--- config.mk ---
export PLATFORM = sky130hd
export DESIGN_NAME = lane_seq_top
export DESIGN_NICKNAME = d
export VERILOG_FILES = /design/src/rtl/lane_seq_pkg.sv /design/src/rtl/lane_seq_ctrl.sv /design/src/rtl/lane_seq_plan.sv /design/src/rtl/lane_seq_gather.sv /design/src/rtl/lane_seq_top.sv
export SDC_FILE = /design/constraint.sdc
export NUM_CORES = 1
export LEC_CHECK = 0
export BUFFER_PORTS_ARGS = -buffer_cell sky130_fd_sc_hd__buf_2
export CORE_ASPECT_RATIO = 1.4
export CORE_UTILIZATION = 40
export CTS_CLUSTER_DIAMETER = 60
export DETAILED_ROUTE_END_ITERATION = 10
export PLACE_DENSITY = 0.76
export SLEW_MARGIN = 25
export SYNTH_ARGS = -nofsm -noshare
export SYNTH_HDL_FRONTEND = slang
export SYNTH_SLANG_ARGS = --single-unit
--- constraint.sdc ---
create_clock -name clk -period 2 [get_ports clk]
set_input_delay 0.4 -clock clk [delete_from_list [all_inputs] [get_ports clk]]
set_output_delay 0.4 -clock clk [all_outputs]
set_load 0.01 [all_outputs]
--- src/rtl/lane_seq_pkg.sv ---
package lane_seq_pkg;

    localparam int ADDR_W  = 20;
    localparam int LANE_W  = 8;
    localparam int LANES   = 2;
    localparam int DATA_W  = LANE_W * LANES;
    localparam int SEL_W   = $clog2(LANES);
    localparam int WADDR_W = ADDR_W - SEL_W;

    typedef enum logic [1:0] {
        SEQ_IDLE   = 2'd0,
        SEQ_FIRST  = 2'd1,
        SEQ_SECOND = 2'd2
    } seq_state_e;

    typedef struct packed {
        logic [ADDR_W-1:0] addr;
        logic              word;
        logic              write;
        logic [DATA_W-1:0] wdata;
    } core_req_t;

    typedef struct packed {
        logic [WADDR_W-1:0] waddr;
        logic               be_hi;
        logic               be_lo;
        logic [DATA_W-1:0]  wdata;
    } bus_cyc_t;

    // A word that starts on an odd byte straddles two bus words.
    function automatic logic needs_split(logic word, logic [ADDR_W-1:0] addr);
        return word & addr[0];
    endfunction

    function automatic logic [ADDR_W-1:0] next_byte(logic [ADDR_W-1:0] addr);
        return addr + ADDR_W'(1);
    endfunction

endpackage

--- src/rtl/lane_seq_ctrl.sv ---
module lane_seq_ctrl
    import lane_seq_pkg::*;
(
    input  logic       clk,
    input  logic       rst,
    input  logic       req_valid,
    input  core_req_t  req_in,
    input  logic       mem_ack,
    output seq_state_e state,
    output core_req_t  req_q,
    output logic       done_q
);

    logic split;
    assign split = needs_split(req_q.word, req_q.addr);

    always_ff @(posedge clk) begin
        if (rst) begin
            state  <= SEQ_IDLE;
            req_q  <= '0;
            done_q <= 1'b0;
        end else begin
            done_q <= 1'b0;
            unique case (state)
                SEQ_IDLE: begin
                    if (req_valid) begin
                        req_q <= req_in;
                        state <= SEQ_FIRST;
                    end
                end
                SEQ_FIRST: begin
                    if (mem_ack) begin
                        if (split) begin
                            state <= SEQ_SECOND;
                        end else begin
                            state  <= SEQ_IDLE;
                            done_q <= 1'b1;
                        end
                    end
                end
                SEQ_SECOND: begin
                    if (mem_ack) begin
                        state  <= SEQ_IDLE;
                        done_q <= 1'b1;
                    end
                end
                default: state <= SEQ_IDLE;
            endcase
        end
    end

    // a request seen while idle always starts a bus cycle next
    p_accept_r2: assert property (@(posedge clk) disable iff (rst)
        (state == SEQ_IDLE && req_valid) |=> (state == SEQ_FIRST));

    // only a straddling word ever reaches the second phase
    p_second_only_split_r6: assert property (@(posedge clk) disable iff (rst)
        (state == SEQ_SECOND) |-> split);

    // no progress without an acknowledge
    p_hold_state_r9: assert property (@(posedge clk) disable iff (rst)
        (state != SEQ_IDLE && !mem_ack) |=> ($stable(state) && $stable(req_q)));

endmodule

--- src/rtl/lane_seq_plan.sv ---
module lane_seq_plan
    import lane_seq_pkg::*;
(
    input  logic [ADDR_W-1:0] addr,
    input  logic              word,
    input  logic [DATA_W-1:0] wdata,
    input  logic              second,
    output bus_cyc_t          cyc
);

    logic [ADDR_W-1:0] eff_addr;
    logic              aligned_word;
    logic [LANE_W-1:0] mv_byte;
    logic [LANES-1:0]  lane_en;

    always_comb begin
        eff_addr     = second ? next_byte(addr) : addr;
        aligned_word = word & ~addr[0];
        // First phase carries the low byte, second phase the high byte.
        mv_byte      = second ? wdata[DATA_W-1 -: LANE_W] : wdata[LANE_W-1:0];
        lane_en[1]   = ~second & (addr[0] | word);
        lane_en[0]   = second | ~addr[0];
    end

    for (genvar i = 0; i < LANES; i++) begin : g_lane
        assign cyc.wdata[i*LANE_W +: LANE_W] =
            aligned_word ? wdata[i*LANE_W +: LANE_W] :
            (lane_en[i] ? mv_byte : '0);
    end

    assign cyc.waddr = eff_addr[ADDR_W-1:SEL_W];
    assign cyc.be_hi = lane_en[1];
    assign cyc.be_lo = lane_en[0];

endmodule

--- src/rtl/lane_seq_gather.sv ---
module lane_seq_gather
    import lane_seq_pkg::*;
(
    input  logic              clk,
    input  logic              rst,
    input  seq_state_e        state,
    input  logic              addr_lsb,
    input  logic              word,
    input  logic              write,
    input  logic              mem_ack,
    input  logic [DATA_W-1:0] mem_rdata,
    output logic [DATA_W-1:0] rdata
);

    logic [LANE_W-1:0] lane_b [LANES];
    logic [LANE_W-1:0] hold_q;
    logic              fire;
    logic              split;

    for (genvar i = 0; i < LANES; i++) begin : g_lane
        assign lane_b[i] = mem_rdata[i*LANE_W +: LANE_W];
    end

    assign fire  = (state != SEQ_IDLE) && mem_ack && !write;
    assign split = word & addr_lsb;

    always_ff @(posedge clk) begin
        if (rst) begin
            rdata  <= '0;
            hold_q <= '0;
        end else if (fire) begin
            if (state == SEQ_SECOND) begin
                rdata <= {lane_b[0], hold_q};
            end else if (split) begin
                hold_q <= lane_b[1];
            end else if (word) begin
                rdata <= mem_rdata;
            end else begin
                rdata <= {{(DATA_W-LANE_W){1'b0}}, lane_b[addr_lsb]};
            end
        end
    end

    // a finished byte read leaves the upper half clear
    p_byte_upper_zero_r7: assert property (@(posedge clk) disable iff (rst)
        (fire && state == SEQ_FIRST && !word) |=> (rdata[DATA_W-1:LANE_W] == '0));

    // the split low byte comes from the upper lane of the first cycle
    p_split_low_byte_r8: assert property (@(posedge clk) disable iff (rst)
        (fire && state == SEQ_FIRST && split) |=> (hold_q == $past(mem_rdata[DATA_W-1:LANE_W])));

endmodule

--- src/rtl/lane_seq_top.sv ---
module lane_seq_top
    import lane_seq_pkg::*;
(
    input  logic               clk,
    input  logic               rst,
    input  logic               req_valid,
    input  logic [ADDR_W-1:0]  req_addr,
    input  logic               req_word,
    input  logic               req_write,
    input  logic [DATA_W-1:0]  req_wdata,
    output logic               req_ready,
    output logic [DATA_W-1:0]  req_rdata,
    output logic               req_done,
    output logic               mem_req,
    output logic               mem_we,
    output logic [WADDR_W-1:0] mem_addr,
    output logic               mem_be_hi,
    output logic               mem_be_lo,
    output logic [DATA_W-1:0]  mem_wdata,
    input  logic [DATA_W-1:0]  mem_rdata,
    input  logic               mem_ack
);

    core_req_t  req_in;
    core_req_t  req_q;
    seq_state_e state;
    bus_cyc_t   cyc;
    logic       done_q;

    assign req_in = '{addr: req_addr, word: req_word, write: req_write, wdata: req_wdata};

    lane_seq_ctrl u_ctrl (
        .clk       (clk),
        .rst       (rst),
        .req_valid (req_valid),
        .req_in    (req_in),
        .mem_ack   (mem_ack),
        .state     (state),
        .req_q     (req_q),
        .done_q    (done_q)
    );

    lane_seq_plan u_plan (
        .addr   (req_q.addr),
        .word   (req_q.word),
        .wdata  (req_q.wdata),
        .second (state == SEQ_SECOND),
        .cyc    (cyc)
    );

    lane_seq_gather u_gather (
        .clk       (clk),
        .rst       (rst),
        .state     (state),
        .addr_lsb  (req_q.addr[0]),
        .word      (req_q.word),
        .write     (req_q.write),
        .mem_ack   (mem_ack),
        .mem_rdata (mem_rdata),
        .rdata     (req_rdata)
    );

    assign req_ready = (state == SEQ_IDLE);
    assign req_done  = done_q;
    assign mem_req   = (state != SEQ_IDLE);
    assign mem_we    = mem_req & req_q.write;
    assign mem_addr  = cyc.waddr;
    assign mem_be_hi = mem_req & cyc.be_hi;
    assign mem_be_lo = mem_req & cyc.be_lo;
    assign mem_wdata = (mem_req && req_q.write) ? cyc.wdata : '0;

    // every bus cycle enables at least one lane
    p_lane_enable_r3: assert property (@(posedge clk) disable iff (rst)
        mem_req |-> (mem_be_hi || mem_be_lo));

    // a byte request touches exactly one lane
    p_byte_one_lane_r4: assert property (@(posedge clk) disable iff (rst)
        (mem_req && !req_q.word) |-> (mem_be_hi != mem_be_lo));

    // a straddling word starts on the upper lane alone
    p_split_upper_first_r6: assert property (@(posedge clk) disable iff (rst)
        (state == SEQ_FIRST && needs_split(req_q.word, req_q.addr)) |-> (mem_be_hi && !mem_be_lo));

    // bus cycle frozen until acknowledged
    p_hold_bus_r9: assert property (@(posedge clk) disable iff (rst)
        (mem_req && !mem_ack) |=> (mem_req && $stable(mem_addr) && $stable(mem_be_hi)
                                   && $stable(mem_be_lo) && $stable(mem_we) && $stable(mem_wdata)));

    // completion is a single-cycle pulse
    p_done_pulse_r10: assert property (@(posedge clk) disable iff (rst)
        req_done |=> !req_done);

    // completion only follows an acknowledged bus cycle
    p_done_follows_ack_r10: assert property (@(posedge clk) disable iff (rst)
        req_done |-> $past(mem_req && mem_ack));

endmodule

== Yosys cells after proc, flatten, opt, wreduce, memory -nomap -nowiden ==
Index checks and enable logic that the tools add are counted.

* Equality and inequality tests: 6
* Magnitude comparators: 1
* Reductions and logical operators: 10
* Bitwise logic cells: 11
* Mux-type cells: 22
* Add/sub/neg operators: 1

{| class="wikitable"
|+ Operators by type and width
! kind !! count
|-
| $mux 16 || 4
|-
| $mux 8 || 8
|-
| $add 20x1->20 const B || 1
|-
| $mux 20 || 1
|-
| $mux 2 || 4
|-
| $and 1x1->1 || 6
|-
| $ne 2x2->1 const B || 3
|-
| $pmux 2 s3 || 1
|-
| $reduce_and 3->1 || 2
|-
| $reduce_and 2->1 || 2
|-
| $logic_and 1x1->1 || 3
|-
| $mux 1 || 3
|-
| $eq 2x1->1 const B || 1
|-
| $eq 2x2->1 const B || 1
|-
| $ge 2x2->1 const B || 1
|-
| $logic_not 2->1 || 1
|-
| $ne 2x1->1 const B || 1
|-
| $not 1->1 || 2
|-
| $not 1->2 || 1
|-
| $or 1x1->1 || 2
|-
| $pmux 1 s2 || 1
|-
| $reduce_bool 2->1 || 1
|-
| $logic_not 1->1 || 1
|}

* Output and inout port bits: 57
* Word-level logic and storage cells: 59
* Register bits: 65
* Input port bits: 58

== Longest topological paths before layout ==
* Word-level depth: 7
* Mapped depth: 8
* Mapped depth without buffers: 6

== Hierarchy ==
Synthesis repeated with hierarchy kept, for this count alone.

* Cells, all modules: 445
* Area total of the unflattened synthesis: 3772.4 um2

{| class="wikitable"
|+ By module, submodules not included
! module !! sequential area each (um2) !! cells an instance !! instances !! area each (um2)
|-
| lane_seq_ctrl || 820.8 || 189 || 1 || 1606.5
|-
| lane_seq_gather || 480.5 || 149 || 1 || 1325.0
|-
| lane_seq_plan || 0.0 || 79 || 1 || 579.3
|-
| lane_seq_top || 0.0 || 28 || 1 || 261.5
|}

== Least setup slack after synthesis ==
OpenSTA, ideal clock, no wires.

* Kind: register -> output
* Start point: reg u_ctrl.state[0]
* End point: out mem_addr[18]
* Path slack: -115 ps
* Buffers on the path: 2
* Stages on the path, launching flop included: 9
* Required time: 1600 ps
* Arrival: 1715 ps
* Cell sequence: dfxtp_1 inv_1 ha_1 buf_2 nand3_1 or3_1 clkbuf_1 nor3_1 xor2_1

* Longest elaborated chain between the ends: 2

{| class="wikitable"
|+ Ends and longest elaborated chain
! what !! line !! RTL
|-
| from (decl) || lane_seq_ctrl.sv:9 || <nowiki>output seq_state_e state,</nowiki>
|-
| from (signal assigned) || lane_seq_ctrl.sv:19 || <nowiki>state <= SEQ_IDLE;</nowiki>
|-
| from (signal assigned) || lane_seq_ctrl.sv:28 || <nowiki>state <= SEQ_FIRST;</nowiki>
|-
| from (signal assigned) || lane_seq_ctrl.sv:34 || <nowiki>state <= SEQ_SECOND;</nowiki>
|-
| $eq 2x2->1 || lane_seq_top.sv:47 || <nowiki>.second (state == SEQ_SECOND),</nowiki>
|-
| $mux 20 || lane_seq_plan.sv:17 || <nowiki>eff_addr = second ? next_byte(addr) : addr;</nowiki>
|-
| to (decl) || lane_seq_top.sv:16 || <nowiki>output logic [WADDR_W-1:0] mem_addr,</nowiki>
|}

No other way between the ends.

== Worst setup path in the final report ==
* Start point: reg u_ctrl.state[0]
* End point: out mem_wdata[1]

* Longest elaborated chain between the ends: 5
* Elaborated cells between the ends (all ways): 8
* Those cells by class: eq/ne: 1; mux: 4; bitwise: 1; reduce/logical: 2

{| class="wikitable"
|+ Ends and longest elaborated chain
! what !! line !! RTL
|-
| $eq 2x2->1 || lane_seq_top.sv:47 ||
|-
| $mux 8 or $or 1x1->1 (tied branches) || lane_seq_plan.sv:20, lane_seq_plan.sv:22 ||
|-
| $mux 8 || lane_seq_plan.sv:28 || <nowiki>(lane_en[i] ? mv_byte : '0);</nowiki>
|-
| $mux 8 || lane_seq_plan.sv:27 || <nowiki>aligned_word ? wdata[i*LANE_W +: LANE_W] :</nowiki>
|-
| $mux 16 * || lane_seq_top.sv:70 || <nowiki>assign mem_wdata = (mem_req && req_q.write) ? cyc.wdata : '0;</nowiki>
|-
| to (decl) || lane_seq_top.sv:19 || <nowiki>output logic [DATA_W-1:0] mem_wdata,</nowiki>
|}

Mark *: on every way between the ends. The rest lies on a longest branch, timed or not.

==> qor.yml <==
vdd_ir_drop_max_mv: 0.520
totalWireLength_um: 10700
drive_above_1_share_pct: 44.9
cts-root-buf: "clkbuf_8"
pwr-share-comb_pct: 19.5
cp-start-kind: "flip-flop"
clk_latency_ns: 0.35
power_switching_mw: 0.878
final_hold_viol_count: 0
stdcell_count: 701
holdCritPathClass: "input port to flip-flop"
cts_max_level: 3
die_w_um: 78.7
hold_buffers: 0
cts_buffers: 9
die_area_um2: 8620
coreArea_um2: 7890
critPathKind: "flip-flop to output pin"
synth-seq-cells: 65
arrival_ns: 1.88
crit_path_end_kind: "output pin"
ioPinCount: 115
mostFrequentLayoutCells: "114 x nand2_1, 107 x buf_2, 58 x dfxtp_1"
dp_hpwl_um: 6840
firstDrtPassIters: 4
nets: 658
worst_slew_pin_slew_ns: 0.444
finalCriticalPeriod_ns: 2.28
grt_pass1_vias: 3469
ant_nets: 0
drt_iter0_drc: 204
initial_core_util_pct: 41.8
grt_use_total_pct: 23.7
yosys_warnings: 0
synthCells: 439
grt-ovfl-total: 0
cts_tree: "done"
finalSetupViolations: 58
switching_share_pct: 27.9
clock.fmax_mhz: 438
synth.area.top_cells: "dfxtp_1 39%, nand2_1 13%, a21oi_1 7.3%, nor2_1 5.5%, mux2i_1 4.9%"
layout_commonest_cell: "nand2_1"
p_per_area_nw_per_um2: 607
grt_max_degree: 31
dp_cells: 655
cp_max_fo: 8
finalWorstSetupSlack_ns: -0.283
required_ns: 1.60
yosysSeqAreaShare_pct: 39.5
grt_pass1_wl_um: 15800
place.port_buffers: 114
drc_errors: 0
fin_crit_sh_pct: 114
n_antenna_cell: 0
cellLeakagePower_nw: 2.23
internal-power_mw: 2.27
clock_skew_ns: 0.00700
max_cap_viol_count: 0
row_count: 38
routed-via-count: 3659
syn_nets: 501
timing_max_transition_violations_final: 0
maxSlewHeadroom_pct: 70.4
cts_sinks: 65
violations: "negative setup slack"
syn_avg_cell_area_um2: 7.51
synth_cell_types: 33
via_per_inst: 5.22
area_delta_synth_final_pct: 57.2
place_ws_ns: -0.0633
die_y_um: 109
antenna_found_initial: 0
power_mw: 3.15
wire_per_inst_um: 15.2
yosys.area.top_type_share_pct: 39.5
clk_pin_slew_ns: 0.07
status: "finished with violations"
cts.path.max_buffers: 2
syn-cell-area_um2: 3300
gp_congestion: 0.831
yosysTopAreaCell: "dfxtp_1"
clkPwrFrac_pct: 34.7
rsz0062_at_grt: "true"
post-route-util_pct: 65.7
pwr-share-seq_pct: 45.8
==> metal layers <==
metal / up-vias / share of wire (%) / GRT usage, %
li1: 1785 / - / -
met5: - / 0 / 0
met4: 0 / 3.4 / 14.4
met3: 34 / 5.6 / 4.15
met1: 1712 / 37 / 25.4
met2: 128 / 54 / 42.9
==> cells in the mapped netlist <==
master	n
o22a_1	8
a21oi_1	48
inv_1	6
nand2b_1	9
dfxtp_1	65
nor2_1	48
o21ai_2	1
nand3_1	10
xor2_1	8
mux2i_1	16
a211oi_1	9
and3_1	1
and2_1	1
clkbuf_1	17
or2_2	1
and4_1	1
nand2_1	117
buf_2	5
o21ai_0	1
a21oi_2	1
mux2_2	10
xnor2_1	10
nor2b_1	1
buf_1	9
nand4_1	5
nor3_1	13
o21bai_1	2
ha_1	4
nor3_4	1
nor4_1	1
or3_1	1
or3b_4	1
o211ai_1	8
==> stage by stage <==
| step | hold WS (ns) | area, um^2 | TNS (ns) |
|---|---|---|---|
| after CTS | 0.273 | 4830 | -5.43 |
| after floorplan | 0.448 | 3350 | 0 |
| after global placement | 0.442 | 4180 | 0 |
| after global routing | 0.275 | 5190 | -12.38 |
| final | 0.281 | 5190 | -7.88 |
| after detailed placement | 0.450 | 4180 | -0.193 |
==> repair_timing <==
| item | 4_1_cts | 5_1_grt |
|---|---|---|
| resized for setup | 64 | 62 |
| gates cloned | 1 | 2 |
| pin swaps | 23 | 34 |
| buffers inserted | 19 | 10 |
| setup endpoints to repair | 40 | 69 |
==> logic make-up (layout without fill, tap and decap cells) <==
logic type	Yosys count	count (layout)	synth area share [%]
flip-flops	65	65	39.5
buffers and inverters	37	199	4.40
multiplexers	26	26	8.27
adder cells (fa/ha/maj)	4	4	1.52
XOR/XNOR	18	18	4.78
AND/OR/NAND/NOR	211	211	27.2
AO/OA/AOI/OAI	78	78	14.4
==> sequential cells by signal, summed over array words and instances, names as in the netlist <==
name / cells
u_ctrl.req_q: 38
u_gather.rdata: 16
u_gather.hold_q: 8
u_ctrl.state: 2
u_ctrl.done_q: 1
==> power by group through the flow <==
stage                     Combinational [mW]  Clock [mW]  Sequential (mW)
after floorplan                        0.270           0             1.45
after global placement                 0.489           0             1.45
after detailed placement               0.499           0             1.45
after CTS                              0.545        1.11             1.43
after global routing                   0.667        1.18             1.45
final                                  0.615        1.09             1.44
==> worst max-delay path, cell delays in order, from the launching register on <==
cell and delay [ns]:
dfxtp_2 0.34, inv_2 0.05, buf_4 0.13, buf_6 0.11
ha_4 0.16, inv_4 0.07, nand2_4 0.06, or2_4 0.34
nor2_2 0.13, buf_2 0.14
==> path summary, 6_finish.rpt <==
kind	endpoint	slack, ns	from	cells after the start
worst max-delay path	mem_wdata[1]	-0.28	u_ctrl.state[0]$_SDFFE_PP0P_	9
worst min register to register	u_gather.rdata[6]$_SDFFE_PP0P_	0.46	u_gather.rdata[6]$_SDFFE_PP0P_	2
worst max register to register	u_gather.rdata[12]$_SDFFE_PP0P_	-0.14	u_ctrl.state[0]$_SDFFE_PP0P_	11
worst min-delay path	u_ctrl.req_q[19]$_SDFFE_PP0P_	0.28	req_addr[1]	3
==> area by class of cell <==
| type | instances | area [um^2] |
|---|---|---|
| sequential | 65 | 1320 |
| inverter | 6 | 25.0 |
| tap | 100 | 125 |
| timing repair buffer | 177 | 1280 |
| clock inverter | 3 | 40.0 |
| clock buffer | 13 | 149 |
| multi-input combinational | 337 | 2250 |
| fill | 646 | 2710 |
Power figures use the tool's default switching activity.
